File: config.mk
export PLATFORM = sky130hd
export DESIGN_NAME = flag_branch_resolver
export DESIGN_NICKNAME = d
export VERILOG_FILES = /design/src/rtl/flag_branch_pkg.sv /design/src/rtl/flag_condition.sv /design/src/rtl/branch_target.sv /design/src/rtl/flag_branch_resolver.sv
export SDC_FILE = /design/constraint.sdc
export NUM_CORES = 1
export LEC_CHECK = 0
export BUFFER_PORTS_ARGS = -buffer_cell sky130_fd_sc_hd__buf_2
export CAP_MARGIN = 15
export CORE_ASPECT_RATIO = 0.75
export CORE_MARGIN = 5
export CORE_UTILIZATION = 38
export CTS_BUF_LIST = sky130_fd_sc_hd__clkbuf_16
export DETAILED_ROUTE_END_ITERATION = 8
export PLACE_DENSITY = 0.75
export SYNTH_ARGS = -nofsm -noshare
export SYNTH_HDL_FRONTEND = slang
export SYNTH_SLANG_ARGS = --single-unit
File: constraint.sdc
create_clock -name clk -period 2.9 [get_ports clk]
set_clock_uncertainty 0.15 [all_clocks]
set_input_delay 0.58 -clock clk [delete_from_list [all_inputs] [get_ports clk]]
set_output_delay 0.58 -clock clk [all_outputs]
set_load 0.02 [all_outputs]
File: src/rtl/flag_branch_pkg.sv
// Package: shared widths and branch-cost constants for the resolver.
// Assumes an 8-bit status register and a 7-bit signed displacement.
package flag_branch_pkg;
    localparam int SREG_W     = 8;
    localparam int SEL_W      = $clog2(SREG_W);
    localparam int OFS_W      = 7;
    localparam int COST_W     = 2;
    localparam logic [COST_W-1:0] COST_TAKEN = 2'd2;
    localparam logic [COST_W-1:0] COST_FALL  = 2'd1;

    // Named positions of the status bits, used by callers and the bench.
    typedef enum logic [SEL_W-1:0] {
        FLAG_C = 3'd0, FLAG_Z = 3'd1, FLAG_N = 3'd2, FLAG_V = 3'd3,
        FLAG_S = 3'd4, FLAG_H = 3'd5, FLAG_T = 3'd6, FLAG_I = 3'd7
    } flag_pos_e;
endpackage

File: src/rtl/flag_condition.sv
// Module: flag_condition
// Decides whether a branch is taken by comparing one chosen status bit with
// a requested polarity. Purely combinational; assumes sel indexes a valid bit.
module flag_condition #(
    parameter int SREG_W = 8,
    localparam int SEL_W = $clog2(SREG_W)
) (
    input  logic [SREG_W-1:0] sreg,
    input  logic [SEL_W-1:0]  sel,
    input  logic              pol,
    output logic              take
);
    logic [SREG_W-1:0] match;

    // One comparator per status bit: high when that bit equals the polarity.
    for (genvar b = 0; b < SREG_W; b++) begin : g_match
        assign match[b] = (sreg[b] == pol);
    end

    // Pick the comparison for the selected bit only.
    always_comb begin
        take = match[sel];
    end
endmodule

File: src/rtl/branch_target.sv
// Module: branch_target
// Computes both candidate next addresses: the fall-through (pc + 1) and the
// relative target (pc + sign-extended offset + 1). Arithmetic wraps at PC_W.
module branch_target #(
    parameter int PC_W  = 16,
    parameter int OFS_W = 7
) (
    input  logic [PC_W-1:0]  pc,
    input  logic [OFS_W-1:0] ofs,
    output logic [PC_W-1:0]  pc_fall,
    output logic [PC_W-1:0]  pc_jump
);
    localparam int EXT_W = PC_W - OFS_W;

    logic [PC_W-1:0] ofs_ext;

    // Sign-extend the displacement to the program-counter width.
    always_comb begin
        ofs_ext = {{EXT_W{ofs[OFS_W-1]}}, ofs};
    end

    // Form both addresses; the carry out of PC_W bits is dropped (wrap).
    always_comb begin
        pc_fall = pc + PC_W'(1);
        pc_jump = pc_fall + ofs_ext;
    end
endmodule

File: src/rtl/flag_branch_resolver.sv
// Module: flag_branch_resolver (top)
// Resolves a flag-conditioned relative branch: chooses the next PC, flags
// whether the branch is taken and reports its cycle cost. Outputs are
// registered (one-cycle latency). The status register passes through as-is.
// Assumes inputs are stable around the rising edge; reset is synchronous.
module flag_branch_resolver
    import flag_branch_pkg::*;
#(
    parameter int PC_W = 16
) (
    input  logic              clk,
    input  logic              rst_n,
    input  logic [PC_W-1:0]   pc_i,
    input  logic [OFS_W-1:0]  ofs_i,
    input  logic [SEL_W-1:0]  sel_i,
    input  logic              pol_i,
    input  logic [SREG_W-1:0] sreg_i,
    output logic [PC_W-1:0]   next_pc_o,
    output logic              taken_o,
    output logic [COST_W-1:0] cost_o,
    output logic [SREG_W-1:0] sreg_o
);
    logic            take_c;
    logic [PC_W-1:0] pc_fall_c;
    logic [PC_W-1:0] pc_jump_c;

    flag_condition #(.SREG_W(SREG_W)) u_cond (
        .sreg (sreg_i),
        .sel  (sel_i),
        .pol  (pol_i),
        .take (take_c)
    );

    branch_target #(.PC_W(PC_W), .OFS_W(OFS_W)) u_target (
        .pc      (pc_i),
        .ofs     (ofs_i),
        .pc_fall (pc_fall_c),
        .pc_jump (pc_jump_c)
    );

    // Register the decision, chosen address, cost and untouched flags.
    always_ff @(posedge clk) begin
        if (!rst_n) begin
            next_pc_o <= '0;
            taken_o   <= 1'b0;
            cost_o    <= COST_FALL;
            sreg_o    <= '0;
        end else begin
            next_pc_o <= take_c ? pc_jump_c : pc_fall_c;
            taken_o   <= take_c;
            cost_o    <= take_c ? COST_TAKEN : COST_FALL;
            sreg_o    <= sreg_i;
        end
    end
endmodule

==> Flow_metrics.wiki <==
{| class="wikitable"
! Metric !! Value
|-
| Most area-consuming cells after synthesis || dfxtp_1, ha_1, xnor2_1
|-
| Final Hold Vio Count || 0
|-
| Vert. Die Dim || 71.7 um
|-
| Leading post-synthesis cells by instance count || dfxtp_1, ha_1, nor2_1, nand2_1, a21oi_1
|-
| Clock power share || 0.291
|-
| Clock tree from TritonCTS || yes
|-
| Slowest stage delay, CP || 0.28 ns
|-
| Normalized max-slew margin || 0.648
|-
| Final weighted congestion of routability-driven global placement || 0.933
|-
| Net switching share of the total power || 0.322
|-
| Crit path DAT || 2.92 ns
|-
| Maximum root-to-sink buffer count || 2
|-
| Worst path cell trace || buf_6, and4_4, and2_4, and3_4, xor2_4, ha_1, a21oi_1, o21ai_0, a21oi_1, o21ai_1, xnor2_1, a211oi_1
|-
| Internal || 0.000941 W
|-
| Multi-input gate area in the final layout || 0.00153 sq mm
|-
| Total buffers and inverters traversed by the critical path || 1
|-
| Final max-slew violation count || 0
|-
| Post-synthesis register bit count || 26
|-
| Antenna Diode Count || 0
|-
| Setup repair after global routing missed its margin || yes
|-
| Detailed placer's ending HPWL || 4380 um
|-
| First DRT Iteration DRCs || 130
|-
| Endpoint class of the critical path || flip-flop
|-
| Hold Path Class || in -> reg
|-
| Share of layout cells above drive strength 1 || 0.441
|-
| Largest driver fanout on the critical path || 4
|-
| Number of sinks handled by clock tree synthesis || 26
|-
| Final-stage net count || 399
|-
| Max_cap viols || 0
|-
| Combinational group share of total power || 0.414
|-
| IO Port Bufs || 63
|-
| Start-to-end type of the worst setup path || in -> reg
|-
| Share of total power in sequential cells || 0.294
|-
| Power density normalized to cell area || 462 mW/mm^2
|-
| Cts-stage hold buffer count || 0
|-
| Global router's overall resource usage || 0.165
|-
| Switch Pwr || 0.000446 W
|-
| Fillers || 428
|-
| H-tree level count || 1
|-
| Post-route DRC || 0
|-
| Finish-stage setup viols || 1
|-
| Mapped Cells || 227
|-
| Maximum number of pins on one net before global-route repair || 17
|-
| Routed wire per std cell || 14.4 um
|-
| Cell area after technology mapping || 0.00193 sq mm
|-
| Number of antenna violations at the first check in global routing || 0
|-
| Vias in the first global route || 1998
|-
| Top cell type's share of synthesized area || 0.270
|-
| Clock-pin slew on the worst setup and hold paths || 0.07 ns
|-
| Synthesis-to-layout area growth || 55.7%
|-
| Violated checks || setup timing
|-
| Area enclosed by the die boundary || 0.00661 sq mm
|-
| Width of the chip || 92.3 um
|-
| Std-Cell Core Area || 0.00490 sq mm
|-
| Synthesized netlist net count || 285
|-
| Initial core utilization || 0.394
|-
| Final wirelength || 5760 um
|-
| Cell type with the highest occurrence count on the critical path || a21oi_1
|-
| Slowest cell on the critical path || a21oi_1
|-
| First-pass iteration count of the detailed router || 4
|-
| Worst ir drop on vdd || 259 uV
|-
| Total of warnings raised by yosys || 0
|-
| EDFF count, synth || 0
|-
| Max Freq || 344 MHz
|-
| I/O Pins || 64
|-
| Dominant delay contributor by cell family on the critical path || compound AO/OA/AOI/OAI gates
|-
| Run status || complete, but fails checks
|-
| Ys async rst share || 0
|-
| Sum of overflow across all layers after global routing || 0
|-
| Worst slack at placement || -0.265 ns
|-
| Sequential cell area || 520 sq um
|-
| Share of the clock period used by the worst path after layout || 1.00
|-
| Setup Total Neg Slack || -0.00285 ns
|-
| Residual antenna-violating net count after detailed routing || 0
|-
| Setup WS post-layout || -0.00285 ns
|-
| Num CTS Buffers || 3
|-
| Post-Synthesis Mean Instance Area || 8.49 sq um
|-
| Num rows || 22
|-
| CP required || 2.92 ns
|-
| Cell type contributing the most total cell area after synthesis || dfxtp_1
|-
| Vias per inst || 5.22
|-
| Distinct cells, synth || 43
|-
| Most common cell in the synthesized netlist || dfxtp_1
|-
| Cell at the root of the clock tree || clkbuf_16
|-
| Leakage power of the design || 1.50 nW
|-
| Worst slew pin tran || 0.527 ns
|-
| Crit start category || primary input
|-
| DR vias || 2087
|-
| Sequential cell area fraction in the yosys report || 0.270
|-
| Most used DFF post-synth || dfxtp_1
|-
| Final critical-path required period || 2.90 ns
|-
| Global-route wire length before repair || 9110 um
|}
## power groups by stage
stage          sequential, W  combinational, W  clock (W)
5_1_grt             0.000414          0.000625   0.000422
3_3_place_gp        0.000416          0.000520          0
6_report            0.000409          0.000575   0.000404
2_1_floorplan       0.000475          0.000263          0
3_5_place_dp        0.000418          0.000530          0
4_1_cts             0.000409          0.000536   0.000408
## stage by stage
stage / util / total power (W) / hold slack (ns) / cells / area, sq um
after floorplan: - / 0.000738 / 0.512 / 227 / 1980
after global placement: 0.554 / 0.000936 / 0.647 / 392 / 2710
after detailed placement: 0.554 / 0.000947 / 0.651 / 392 / 2710
after CTS: 0.579 / 0.00135 / 0.383 / 396 / 2840
after global routing: 0.613 / 0.00146 / 0.388 / 400 / 3000
final: 0.613 / 0.00139 / 0.380 / 400 / 3000
## placed cells by master (no fill, tap or decap), drive strengths merged, types with 3 or more instances in the layout
cell type	instances
a211oi	5
a21o	4
a21oi	17
and2	9
and3	7
and4	3
buf	116
clkbuf	3
dfxtp	26
ha	20
inv	8
mux2i	7
nand2	18
nand3	12
nand4	5
nor2	19
o21ai	6
o21bai	3
xnor2	13
xor2	10
## layer usage
layer | global-route usage | vias up | wire length [um]
li1 | - | 1053 | -
met1 | 0.234 | 957 | 2700
met2 | 0.263 | 73 | 2670
met3 | 0.0273 | 4 | 351
met4 | 0.0412 | 0 | 42
met5 | 0 | - | 0
## worst paths after layout
| kind | to | slack [ns] | start | depth (start not counted) |
|---|---|---|---|---|
| worst max-delay path | next_pc_o[14]$_SDFF_PN0_ | -0.003 | pc_i[4] | 12 |
| worst min-delay path | sreg_o[7]$_SDFF_PN0_ | 0.38 | sreg_i[7] | 2 |
## state kept, by name, summed over array words and instances (netlist names)
register,cells
next_pc_o,16
sreg_o,8
cost_o,1
taken_o,1
## cell families after synthesis
kind of cell	synth area share
flops	0.270
simple gates	0.218
fa+ha+maj	0.140
buf+inv	0.0337
xor+xnor	0.104
compound gates	0.174
mux	0.0597
## area by class of cell
| cell class | instances | share of cell area |
|---|---|---|
| inverter | 8 | 0.0100 |
| multi-input combinational | 186 | 0.509 |
| sequential | 26 | 0.173 |
| clock buffer | 3 | 0.0250 |
| timing repair buffer | 116 | 0.247 |
| clock inverter | 1 | 0.0100 |
| tap | 60 | 0.0250 |
## repair_timing
item / 4_1_cts / 5_1_grt
resized for setup: 2 / 26
buffers inserted: 0 / 4
pin swaps: 0 / 19
setup endpoints to repair: 1 / 6
gates cloned: 0 / 0
Note: power is estimated with default switching activity, not from simulation.
